==> config.mk <==
export PLATFORM = sky130hd
export DESIGN_NAME = ldcheck_gate
export DESIGN_NICKNAME = d
export VERILOG_FILES = /design/src/rtl/ldchk_pkg.sv /design/src/rtl/ldchk_age_mask.sv /design/src/rtl/ldchk_slot_cmp.sv /design/src/rtl/ldchk_merge.sv /design/src/rtl/ldcheck_gate.sv
export SDC_FILE = /design/constraint.sdc
export NUM_CORES = 1
export LEC_CHECK = 0
export BUFFER_PORTS_ARGS = -buffer_cell sky130_fd_sc_hd__buf_2
export CAP_MARGIN = 20
export CORE_AREA = 3 3 126 128
export DETAILED_ROUTE_END_ITERATION = 10
export DIE_AREA = 0 0 129 131
export PLACE_DENSITY = 0.61
export SYNTH_ARGS = -nofsm -noshare
export SYNTH_HDL_FRONTEND = slang
export SYNTH_SLANG_ARGS = --single-unit
==> constraint.sdc <==
create_clock -name vclk -period 6.5
set_input_delay 0.325 -clock vclk [all_inputs]
set_output_delay 0.325 -clock vclk [all_outputs]
set_load 0.005 [all_outputs]
==> src/rtl/ldchk_pkg.sv <==
package ldchk_pkg;

    localparam int unsigned DEF_ENTRIES = 8;
    localparam int unsigned DEF_ADDR_W  = 32;

    // Qualifiers describing one window slot, as seen by the gate
    typedef struct packed {
        logic is_store;   // slot holds an active store
        logic addr_rdy;   // store address has been computed
        logic leaving;    // slot commits or is flushed this cycle
    } slot_flags_t;

    // Combined decision for the pending load
    typedef struct packed {
        logic go;
        logic hit;
        logic unknown;
    } ld_verdict_t;

    // A slot can take part in the check only if it is a store that stays
    function automatic logic slot_live(slot_flags_t f);
        return f.is_store && !f.leaving;
    endfunction

endpackage

==> src/rtl/ldchk_age_mask.sv <==
module ldchk_age_mask #(
    parameter int unsigned ENTRIES = ldchk_pkg::DEF_ENTRIES,
    localparam int unsigned IDX_W  = $clog2(ENTRIES)
) (
    input  logic [IDX_W-1:0]   head_idx,
    input  logic [IDX_W-1:0]   ld_idx,
    output logic [ENTRIES-1:0] older
);
    // ENTRIES is a power of two, so IDX_W-bit subtraction wraps modulo ENTRIES
    logic [IDX_W-1:0] ld_dist;
    assign ld_dist = ld_idx - head_idx;

    for (genvar g = 0; g < ENTRIES; g++) begin : g_slot
        logic [IDX_W-1:0] slot_dist;
        assign slot_dist = IDX_W'(g) - head_idx;
        assign older[g]  = slot_dist < ld_dist;
    end

    always_comb begin
        AST_LOAD_NOT_OLDER: assert (older[ld_idx] == 1'b0)
            else $error("load slot marked older than itself");
        AST_OLDER_COUNT: assert ($countones(older) == 32'(ld_dist))
            else $error("older slot count differs from ring distance");
    end

endmodule

==> src/rtl/ldchk_slot_cmp.sv <==
module ldchk_slot_cmp
    import ldchk_pkg::*;
#(
    parameter int unsigned ADDR_W = DEF_ADDR_W
) (
    input  slot_flags_t       flags,
    input  logic              older,
    input  logic [ADDR_W-1:0] st_addr,
    input  logic [ADDR_W-1:0] ld_addr,
    output logic              hit,
    output logic              unknown
);
    logic in_scope;
    logic addr_eq;

    assign in_scope = slot_live(flags) && older;
    assign addr_eq  = (st_addr == ld_addr);
    assign hit      = in_scope && flags.addr_rdy && addr_eq;
    assign unknown  = in_scope && !flags.addr_rdy;

    always_comb begin
        AST_HIT_UNK_DISJOINT: assert (!(hit && unknown))
            else $error("slot reports both match and unknown");
        AST_LEAVING_QUIET: assert (!((hit || unknown) && flags.leaving))
            else $error("leaving slot still blocks");
        AST_EMPTY_QUIET: assert (!((hit || unknown) && !flags.is_store))
            else $error("non-store slot blocks");
    end

endmodule

==> src/rtl/ldchk_merge.sv <==
module ldchk_merge
    import ldchk_pkg::*;
#(
    parameter int unsigned ENTRIES = DEF_ENTRIES
) (
    input  logic               ld_req,
    input  logic [ENTRIES-1:0] hit_vec,
    input  logic [ENTRIES-1:0] unk_vec,
    output logic [ENTRIES-1:0] block_vec,
    output ld_verdict_t        verdict
);
    always_comb begin
        block_vec       = ld_req ? (hit_vec | unk_vec) : '0;
        verdict.hit     = ld_req && (|hit_vec);
        verdict.unknown = ld_req && (|unk_vec);
        verdict.go      = ld_req && !(verdict.hit || verdict.unknown);
    end

    always_comb begin
        AST_GO_CLEAR: assert (!(verdict.go && (block_vec != '0)))
            else $error("go asserted while a slot blocks");
        AST_CAUSE_NEEDS_SLOT: assert (!((verdict.hit || verdict.unknown) && (block_vec == '0)))
            else $error("stall cause without a blocking slot");
    end

endmodule

==> src/rtl/ldcheck_gate.sv <==
module ldcheck_gate
    import ldchk_pkg::*;
#(
    parameter int unsigned ENTRIES = DEF_ENTRIES,
    parameter int unsigned ADDR_W  = DEF_ADDR_W,
    localparam int unsigned IDX_W  = $clog2(ENTRIES)
) (
    input  logic                      ld_req,
    input  logic [IDX_W-1:0]          ld_idx,
    input  logic [ADDR_W-1:0]         ld_addr,
    input  logic [IDX_W-1:0]          head_idx,
    input  logic [ENTRIES-1:0]        st_valid,
    input  logic [ENTRIES-1:0]        st_addr_known,
    input  logic [ENTRIES*ADDR_W-1:0] st_addr_flat,
    input  logic [ENTRIES-1:0]        retire_mask,
    output logic                      ld_go,
    output logic                      ld_hit,
    output logic                      ld_unknown,
    output logic [ENTRIES-1:0]        block_vec
);
    logic [ENTRIES-1:0] older;
    logic [ENTRIES-1:0] hit_vec;
    logic [ENTRIES-1:0] unk_vec;
    ld_verdict_t        verdict;

    ldchk_age_mask #(.ENTRIES(ENTRIES)) u_age (
        .head_idx (head_idx),
        .ld_idx   (ld_idx),
        .older    (older)
    );

    for (genvar g = 0; g < ENTRIES; g++) begin : g_cmp
        slot_flags_t fl;
        assign fl.is_store = st_valid[g];
        assign fl.addr_rdy = st_addr_known[g];
        assign fl.leaving  = retire_mask[g];

        ldchk_slot_cmp #(.ADDR_W(ADDR_W)) u_cmp (
            .flags   (fl),
            .older   (older[g]),
            .st_addr (st_addr_flat[g*ADDR_W +: ADDR_W]),
            .ld_addr (ld_addr),
            .hit     (hit_vec[g]),
            .unknown (unk_vec[g])
        );
    end

    ldchk_merge #(.ENTRIES(ENTRIES)) u_merge (
        .ld_req    (ld_req),
        .hit_vec   (hit_vec),
        .unk_vec   (unk_vec),
        .block_vec (block_vec),
        .verdict   (verdict)
    );

    assign ld_go      = verdict.go;
    assign ld_hit     = verdict.hit;
    assign ld_unknown = verdict.unknown;

    always_comb begin
        AST_IDLE_SILENT: assert (ld_req || (!ld_go && block_vec == '0))
            else $error("outputs active without a load request");
        AST_HEAD_LOAD_FREE: assert (!(ld_req && ld_idx == head_idx) || ld_go)
            else $error("load at head was stalled");
    end

endmodule

==> results of run 1 <==
-- tightest hold or removal path: stages --
cell    delay [ps]
buf_2          120
o21a_1         120
buf_2          100
-- cell families (layout without fill, tap and decap cells) --
| logic type | count (synthesis) | in the layout | share of synthesized area [%] |
|---|---|---|---|
| xor gates and xnor gates | 259 | 259 | 61.1 |
| muxes | 1 | 1 | 0.270 |
| adders and majority gates | 12 | 12 | 4.25 |
| buffers and inverters | 47 | 344 | 7.85 |
| other | 0 | 1 | 0 |
| and+or+nand+nor | 127 | 127 | 20.8 |
| AOI/OAI and AO/OA | 30 | 30 | 5.70 |
-- placed cells by master (no fill, tap or decap), types with 9 or more instances in the layout --
master,synthesis,final
inv_1,12,12
a21oi_1,9,9
ha_1,11,11
buf_2,14,330
xnor2_1,70,70
nor3_1,9,9
nand3_1,13,13
nand4_1,23,23
nor4_1,42,42
xor2_1,189,189
-- final cells by class --
cell class,count,area [um^2],area share [%]
well taps,188,235,4.39
diodes,1,2.50,0.0467
multi-input cells,429,3420,63.8
repair buffers,330,1650,30.8
inverters,14,52.6,0.980
-- cells in the mapped netlist, drive strengths merged --
library cell	n	area share, %
a211o	1	0.24
a2111oi	2	0.47
and3	1	0.17
fa	1	0.54
nor3	9	1.2
o22a	1	0.24
a21oi	9	1.2
xor2	189	45
a21o	3	0.61
nor3b	4	0.81
or2	3	0.51
o21a	1	0.20
nand3	13	1.8
clkbuf	1	0.10
ha	11	3.7
nand2b	3	0.51
o2111ai	2	0.47
nor4	45	8.1
mux2i	1	0.27
o211a	1	0.27
or4b	1	0.27
nor2	7	0.71
nor2b	2	0.34
nand2	7	0.71
a31oi	1	0.17
inv	13	1.3
nand4b	1	0.24
a211oi	3	0.61
and2	2	0.34
and2b	1	0.20
buf	32	6.3
or4	5	1.1
clkinv	1	0.10
o211ai	6	1.2
xnor2	70	17
nand4	23	3.9
-- power groups by stage --
stage	Sequential [mW]	Combinational (mW)	Clock (mW)
2_1_floorplan	0	0.210	0
3_3_place_gp	0	0.367	0
3_5_place_dp	0	0.369	0
4_1_cts	0	0.371	0
5_1_grt	0	0.405	0
6_report	0	0.368	0.0000000206
-- through the flow --
step,power [mW],setup slack [ps]
finish,0.368,2600
global route,0.405,2350
CTS,0.371,2620
detailed placement,0.369,2630
global placement,0.367,2660
floorplan,0.210,3290
-- path summary, 6_finish.rpt --
check	cells after the start	to	startpoint	slack, ps
hold / removal	3	ld_hit	ld_req	980
setup / recovery	14	ld_hit	ld_idx[0]	2600
-- per-layer routing --
layer	GRT usage [%]	vias to the layer above	part of all wire [%]
li1	-	2217	-
met1	27.4	2060	39
met2	38.6	233	48
met3	3.82	40	8.8
met4	6.55	4	3.4
met5	0	-	0.13
==> impl_results.md, run 1 <==
* Largest net degree at the start of global routing at 10
* Vias at approximately 4600
* Worst EP arrival at ~3600 ps
* NetSw at roughly 0.19 mW
* Mapped Avg Cell Area at ~7.8 um^2
* Critical path class: input port to primary output
* Slew margin rel. at 52.2%
* Filler cells at 1681
* Share of post-route cells with drive strength above 1 at between 40% and 50%
* Post-Syn Area at 3710 um^2
* CORE AREA at between 10000 and 15000 um^2
* Logic pwr share at between 90% and 100%
* Antenna Violating Nets Remaining at 0
* Register area at 0 um^2
* Worst path slowest cell: or4_1
* P_leak at ~2.6 nW
* Total Wirelength at slightly above 20000 um
* Final min period at approximately 4000 ps
* Hold Vio Cnt, Final at 0
* Max Fclk at 256 MHz
* Synthesis-to-finish area growth at 44.5%
* Worst path top cell family by delay: simple AND/OR/NAND/NOR gates
* Hold Crit Class: input port to primary output
* Fin. max-slew vios at 0
* Internal at roughly 0.18 mW
* Syn Nets at 807
* Initial Util at 24.8%
* Die Ht at 131 um
* Crit-path max FO at 6
* Crit path largest cell delay at about 600 ps
* Post-DP HPWL at 17600 um
* Required time worst endpoint at between 6000 and 7000 ps
* IO Count at 330
* Buf/Inv on CP at 3
* Design area at between 5000 and 6000 um^2
* Placed cells at 961
* Post-CTS setup buffers at 0
* # clk buffers at 0
* Final Core Density at 35.8%
* All-Layer GR Usage at a little over a fifth
* Per-cell routed wire length at 21.0 um
* GPL Wtd Cong at 0.908
* Setup Viol. Count Final at 0
* Resized cells post-CTS at 0
* Critical path launch point type: input port
* RSZ-0062 raised after global routing: false
* Port Buffers at 330
* Sequential share of power at 0%
* Post-synthesis sequential area ratio at 0%
* Status: completed
* Antenna violations before repair at 2
* Peak supply drop at 0.0362 mV
* Cell Count, Final, Fillers Out at 962
* Die X at roughly 130 um
* FP Rows at 45
* Warnings, synthesis at 0
* TNS Setup at 0 ps
* Number of library cell types mapped by synthesis at between 40 and 50
* Hold buffers post-CTS at 0
* Seq_cells at 0
* First-pass GRT wire length at 27200 um
* Worst Setup End Kind: primary output
* Die area at between 15000 and 20000 um^2
* CP cell instances: buf_2 -> and2b_1 -> inv_2 -> fa_1 -> xor2_1 -> nor2_1 -> nor2_1 -> ha_1 -> nand2_1 -> o211ai_1 -> or4_1 -> nand4_1 -> o21a_1 -> buf_2
* Final critical-path share of the clock period at between 60% and 70%
* Switching Fraction at around 52%
* Nets@finish at 1106
* Vias in the first global route at 4523
* Initial DRC Count at 216
* Final hold slack at ~980 ps
* P per Cell Area at just under 70 nW/um^2
* Via density at about 4.7
* TritonRoute pass-1 iters at 4
* DP Area at roughly 5400 um^2
* DRC at 0
* MaxCap Viol Count at 0
* Grt ovf at 0
* Clock power frac at 0%
* Post-Syn Instances at about 480
* Slew @ Worst Pin at 711 ps
(Power assumes the default switching activity.)
==> run 2: changes to the inputs <==
--- a/config.mk
+++ b/config.mk
@@ -7,10 +7,10 @@
 export LEC_CHECK = 0
 export BUFFER_PORTS_ARGS = -buffer_cell sky130_fd_sc_hd__buf_2
 export CAP_MARGIN = 20
-export CORE_AREA = 3 3 126 128
+export CORE_AREA = 3 3 127 129
 export DETAILED_ROUTE_END_ITERATION = 10
-export DIE_AREA = 0 0 129 131
-export PLACE_DENSITY = 0.61
+export DIE_AREA = 0 0 130 132
+export PLACE_DENSITY = 0.6
 export SYNTH_ARGS = -nofsm -noshare
 export SYNTH_HDL_FRONTEND = slang
 export SYNTH_SLANG_ARGS = --single-unit
==> constraint.sdc (replaced) <==
create_clock -name vclk -period 3.9
set_input_delay 0.195 -clock vclk [all_inputs]
set_output_delay 0.195 -clock vclk [all_outputs]
set_load 0.005 [all_outputs]
==> run 2 against run 1 <==
Net effect: worst hold slack worse by 260 ps; non-clock buffer count is 1 higher; via count is 1.1% higher; design area hardly changed; highest routed layer unchanged; flip-flop and latch count stayed put.
==> impl_results.md, run 2 (synthesis results as in run 1) <==
* FP Rows at 45 (unchanged)
* IO Count at 330 (unchanged)
* Fin. max-slew vios at 0 (unchanged)
* DRC at 0 (unchanged)
* RSZ-0062 raised after global routing: false (unchanged)
* Antenna violations before repair at 1 (was 2)
* Post-DP HPWL at 18200 um (was 17600 um)
* Total Wirelength at 20800 um (was 20200 um)
* Via density at 4.78 (was 4.73)
* Die area at 17200 um^2 (was 16900 um^2)
* Final setup margin at 299 ps (was 2600 ps)
* Share of post-route cells with drive strength above 1 at 43.9% (about the same)
* Hold Vio Cnt, Final at 0 (unchanged)
* Commonest non-fill, non-tap cell in the layout: buf_2 (unchanged)
* Initial Util at 24.5% (was 24.8%)
* Peak supply drop at 0.0615 mV (was 0.0362 mV)
* DP Area at 5370 um^2 (was 5360 um^2)
* Setup Viol. Count Final at 0 (unchanged)
* Post-CTS setup buffers at 0 (unchanged)
* Dpl ws at 325 ps (was 2630 ps)
* Critical path class: input port to primary output (unchanged)
* Synthesis-to-finish area growth at 44.6% (was 44.5%)
* GPL Wtd Cong at 0.937 (was 0.908)
* # clk buffers at 0 (unchanged)
* # diodes at 0 (was 1)
* Seq_cells at 0 (unchanged)
* Hold Crit Class: input port to primary output (unchanged)
* P_leak at 2.60 nW (about the same)
* Worst EP arrival at 3410 ps (was 3580 ps)
* Buf/Inv on CP at 3 (unchanged)
* Die Ht at 132 um (was 131 um)
* Final min period at around 3600 ps
* Multi-input gate area at 3420 um^2 (unchanged)
* Crit-path max FO at 6 (unchanged)
* Nets@finish at 1107 (was 1106)
* Initial DRC Count at 213 (was 216)
* Register area at 0 um^2 (unchanged)
* Die X at 130 um (was 129 um)
* Final critical-path share of the clock period at 92.3%
* CP cell instances: buf_2 -> and2b_1 -> inv_2 -> fa_1 -> xor2_1 -> nor2_1 -> nor2_1 -> ha_1 -> nand2_1 -> o211ai_1 -> or4_4 -> nand4b_1 -> o21a_1 -> buf_2 (was buf_2 -> and2b_1 -> inv_2 -> fa_1 -> xor2_1 -> nor2_1 -> nor2_1 -> ha_1 -> nand2_1 -> o211ai_1 -> or4_1 -> nand4_1 -> o21a_1 -> buf_2)
* Design area at 5370 um^2 (was 5360 um^2)
* Grt ovf at 0 (unchanged)
* Status: completed (unchanged)
* Filler cells at 1710 (was 1681)
* Critical path launch point type: input port (unchanged)
* CORE AREA at 15100 um^2 (was 15000 um^2)
* Worst path top cell family by delay: simple AND/OR/NAND/NOR gates (unchanged)
* Slew margin rel. at 42.3% (was 52.2%)
* TritonRoute pass-1 iters at 5 (was 4)
* Hold buffers post-CTS at 0 (unchanged)
* Commonest non-fill, non-tap cells in the layout: buf_2, xor2_1, xnor2_1, nor4_1, nand4_1 (unchanged)
* TNS Setup at 0 ps (unchanged)
* Resized cells post-CTS at 0 (unchanged)
* Worst path slowest cell: or4_4 (was or4_1)
* Per-cell routed wire length at 21.6 um (was 21.0 um)
* Vias in the first global route at 4793 (was 4523)
* Worst Setup End Kind: primary output (unchanged)
* Slew @ Worst Pin at 858 ps (was 711 ps)
* Largest net degree at the start of global routing at 10 (unchanged)
* All-Layer GR Usage at 22.7% (was 21.9%)
* First-pass GRT wire length at 28600 um (was 27200 um)
* MaxCap Viol Count at 0 (unchanged)
* Crit path largest cell delay at 580 ps (was 600 ps)
* Port Buffers at 330 (unchanged)
* Required time worst endpoint at 3700 ps (was 6170 ps)
* Antenna Violating Nets Remaining at 0 (unchanged)
* Max Fclk at approximately 280 MHz
* Vias at 4603 (was 4554)
* P per Cell Area at 116 nW/um^2 (was 68.7 nW/um^2)
-- run 2: worst paths after layout --
kind      start     end  slack [ps]  cells after the start
max   ld_idx[0]  ld_hit         300                     14
min      ld_req  ld_hit         720                      3
-- run 2: area by class of cell --
class,instances,share of cell area [%]
inverters,14,0.979
well taps,188,4.38
repair buffers,331,30.9
multi-input cells,429,63.7
-- run 2: through the flow --
stage	total power, mW	hold WS, ps	util (%)	cells
finish	0.623	721	35.4	962
global route	0.678	752	35.4	962
CTS	0.625	719	35.4	962
detailed placement	0.622	713	35.4	962
global placement	0.617	721	35.4	962
floorplan	0.350	480	-	476
-- run 2: power breakdown --
part / total [mW] / switching [mW] / internal (mW) / leakage [nW]
clock network: 0 / 0 / 0 / 0
registers: 0 / 0 / 0 / 0
logic: 0.623 / 0.329 / 0.295 / 2.60
total: 0.623 / 0.329 / 0.295 / 2.60
-- run 2: routing by layer --
metal / up-vias / wire length, um / track usage (%)
met5: - / 13 / 0
met4: 2 / 565 / 5.31
met3: 28 / 1400 / 2.67
met2: 245 / 10300 / 40.6
met1: 2109 / 8500 / 28.6
li1: 2219 / - / -
==> run 3: changes to the inputs <==
--- a/config.mk
+++ b/config.mk
@@ -7,10 +7,11 @@
 export LEC_CHECK = 0
 export BUFFER_PORTS_ARGS = -buffer_cell sky130_fd_sc_hd__buf_2
 export CAP_MARGIN = 20
-export CORE_AREA = 3 3 127 129
+export CORE_AREA = 2 2 129 131
 export DETAILED_ROUTE_END_ITERATION = 10
-export DIE_AREA = 0 0 130 132
-export PLACE_DENSITY = 0.6
+export DIE_AREA = 0 0 131 133
+export MAX_ROUTING_LAYER = met4
+export PLACE_DENSITY = 0.58
 export SYNTH_ARGS = -nofsm -noshare
 export SYNTH_HDL_FRONTEND = slang
 export SYNTH_SLANG_ARGS = --single-unit
==> run 3 against run 2 <==
Net effect: largest cell class unchanged; first-iteration DRC count is 21% higher; worst hold slack got worse by 20 ps; die area increased by 1.5%; critical endpoint unchanged.
==> impl_results.md, run 3 (synthesis results as in run 1) <==
* Status: completed (unchanged)
* Design area at 5410 um^2 (was 5370 um^2)
* Crit-path max FO at 6 (unchanged)
* All-Layer GR Usage at 23.1% (was 22.7%)
* Share of post-route cells with drive strength above 1 at 43.9% (about the same)
* Commonest non-fill, non-tap cell in the layout: buf_2 (unchanged)
* Switching Fraction at 52.5% (was 52.7%)
* Via density at 4.60 (was 4.78)
* First-pass GRT wire length at 28100 um (was 28600 um)
* Vias at 4586 (was 4603)
* NetSw at 0.325 mW (was 0.329 mW)
* Worst path slowest cell: or4_1 (was or4_4)
* Setup Viol. Count Final at 0 (unchanged)
* P_leak at 2.60 nW (about the same)
* Met2 usage at 38.4% (was 40.6%)
* RSZ-0062 raised after global routing: false (unchanged)
* Worst Setup End Kind: primary output (unchanged)
* Die Ht at 133 um (was 132 um)
* Crit path largest cell delay at 600 ps (was 580 ps)
* Per-cell routed wire length at 20.5 um (was 21.6 um)
* Slew margin rel. at 36.7% (was 42.3%)
* WHS Endpoint: ld_hit (unchanged)
* Final critical-path share of the clock period at 91.7% (was 92.3%)
* Peak supply drop at 0.0553 mV (was 0.0615 mV)
* P per Cell Area at 115 nW/um^2 (was 116 nW/um^2)
* Synthesis-to-finish area growth at 45.7% (was 44.6%)
* TNS Setup at 0 ps (unchanged)
* Max Fclk at 279 MHz (was 278 MHz)
* Clock power frac at 0% (about the same)
* Hold Crit Depth at 3 (unchanged)
* Required time worst endpoint at 3700 ps (about the same)
* FP Rows at 47 (was 45)
* # clk buffers at 0 (unchanged)
* Critical path launch point type: input port (unchanged)
* Antenna violations before repair at 3 (was 1)
* Port Buffers at 330 (unchanged)
* Internal at 0.294 mW (was 0.295 mW)
* Die area at 17400 um^2 (was 17200 um^2)
* Top Usage Layer GRT: met2 (unchanged)
* Met3 usage at 2.55% (was 2.67%)
* DRC at 0 (unchanged)
* Critical path class: input port to primary output (unchanged)
* Register area at 0 um^2 (unchanged)
* Total Power at 0.619 mW (was 0.623 mW)
* Largest net degree at the start of global routing at 10 (unchanged)
* Antenna Violating Nets Remaining at 0 (unchanged)
* Post-CTS setup buffers at 0 (unchanged)
* Initial Util at 23.0% (was 24.5%)
* Fin. max-slew vios at 0 (unchanged)
* DP Area at 5400 um^2 (was 5370 um^2)
* Worst EP arrival at 3380 ps (was 3410 ps)
* Commonest non-fill, non-tap cells in the layout: buf_2, xor2_1, xnor2_1, nor4_1, nand4_1 (unchanged)
* Slew @ Worst Pin at 940 ps (was 858 ps)
* Hold Path Origin: ld_req (unchanged)
* MaxCap Viol Count at 0 (unchanged)
* Nets@finish at 1106 (was 1107)
* Die X at 131 um (was 130 um)
* Resized cells post-CTS at 0 (unchanged)
* Worst path top cell family by delay: simple AND/OR/NAND/NOR gates (unchanged)
* Hold buffers post-CTS at 0 (unchanged)
* Post-DP HPWL at 17600 um (was 18200 um)
* Filler cells at 1797 (was 1710)
* GPL Wtd Cong at 0.916 (was 0.937)
* Seq_cells at 0 (unchanged)
* Crit path depth at 14 (unchanged)
* TritonRoute pass-1 iters at 4 (was 5)
* Buf/Inv on CP at 3 (unchanged)
* Hold Vio Cnt, Final at 0 (unchanged)
* Hold Crit Class: input port to primary output (unchanged)
* Vias in the first global route at 4643 (was 4793)
* Routing usage on met1 at 29.0% (was 28.6%)
* IO Count at 330 (unchanged)
* Sequential share of power at 0% (about the same)
* CORE AREA at 16200 um^2 (was 15100 um^2)
* Total Wirelength at 20400 um (was 20800 um)
* Grt ovf at 0 (unchanged)
* CP cell instances: buf_2 -> and2b_1 -> inv_2 -> fa_1 -> xor2_1 -> nor2_1 -> nor2_1 -> ha_1 -> nand2_1 -> o211ai_1 -> or4_1 -> nand4_1 -> o21a_1 -> buf_2 (was buf_2 -> and2b_1 -> inv_2 -> fa_1 -> xor2_1 -> nor2_1 -> nor2_1 -> ha_1 -> nand2_1 -> o211ai_1 -> or4_4 -> nand4b_1 -> o21a_1 -> buf_2)
* Logic pwr share at 100.0% (about the same)
* Initial DRC Count at 258 (was 213)
* Final hold slack at 701 ps (was 721 ps)
* Final min period at 3580 ps (was 3600 ps)
## run 3: power groups by stage
stage          registers (mW)  clock network, mW  logic [mW]
2_1_floorplan               0                  0       0.350
3_3_place_gp                0                  0       0.616
3_5_place_dp                0                  0       0.621
4_1_cts                     0                  0       0.624
5_1_grt                     0       0.0000000687       0.681
6_report                    0       0.0000000688       0.619
## run 3: per-layer routing
layer,wire [um],vias to the layer above
li1,-,2220
met1,8330,2059
met2,9610,264
met3,1710,43
met4,735,0
met5,0,-
## run 3: through the flow
stage          instances  utilization, %  setup WS [ps]
6_report             996            33.4            322
5_1_grt              996            33.4           22.3
4_1_cts              993            33.4            346
3_5_place_dp         993            33.4            396
3_3_place_gp         993            33.4            386
2_1_floorplan        476               -            952
## run 3: how the worst max path moves through the flow
stage	from	to	slack [ps]
2_1_floorplan	ld_idx[0]	ld_hit	950
3_3_place_gp	ld_idx[0]	ld_hit	390
3_5_place_dp	ld_idx[0]	ld_hit	400
4_1_cts	ld_idx[0]	ld_hit	350
5_1_grt	ld_idx[0]	ld_hit	20
6_report	ld_idx[0]	ld_hit	320
## run 3: final cells by class
| cell class | count | area, um^2 | share of cell area (%) |
|---|---|---|---|
| Tap cell | 220 | 275 | 5.09 |
| Timing Repair Buffer | 330 | 1650 | 30.5 |
| Inverter | 14 | 52.6 | 0.972 |
| Antenna cell | 3 | 7.51 | 0.139 |
| Multi-Input combinational cell | 429 | 3420 | 63.3 |
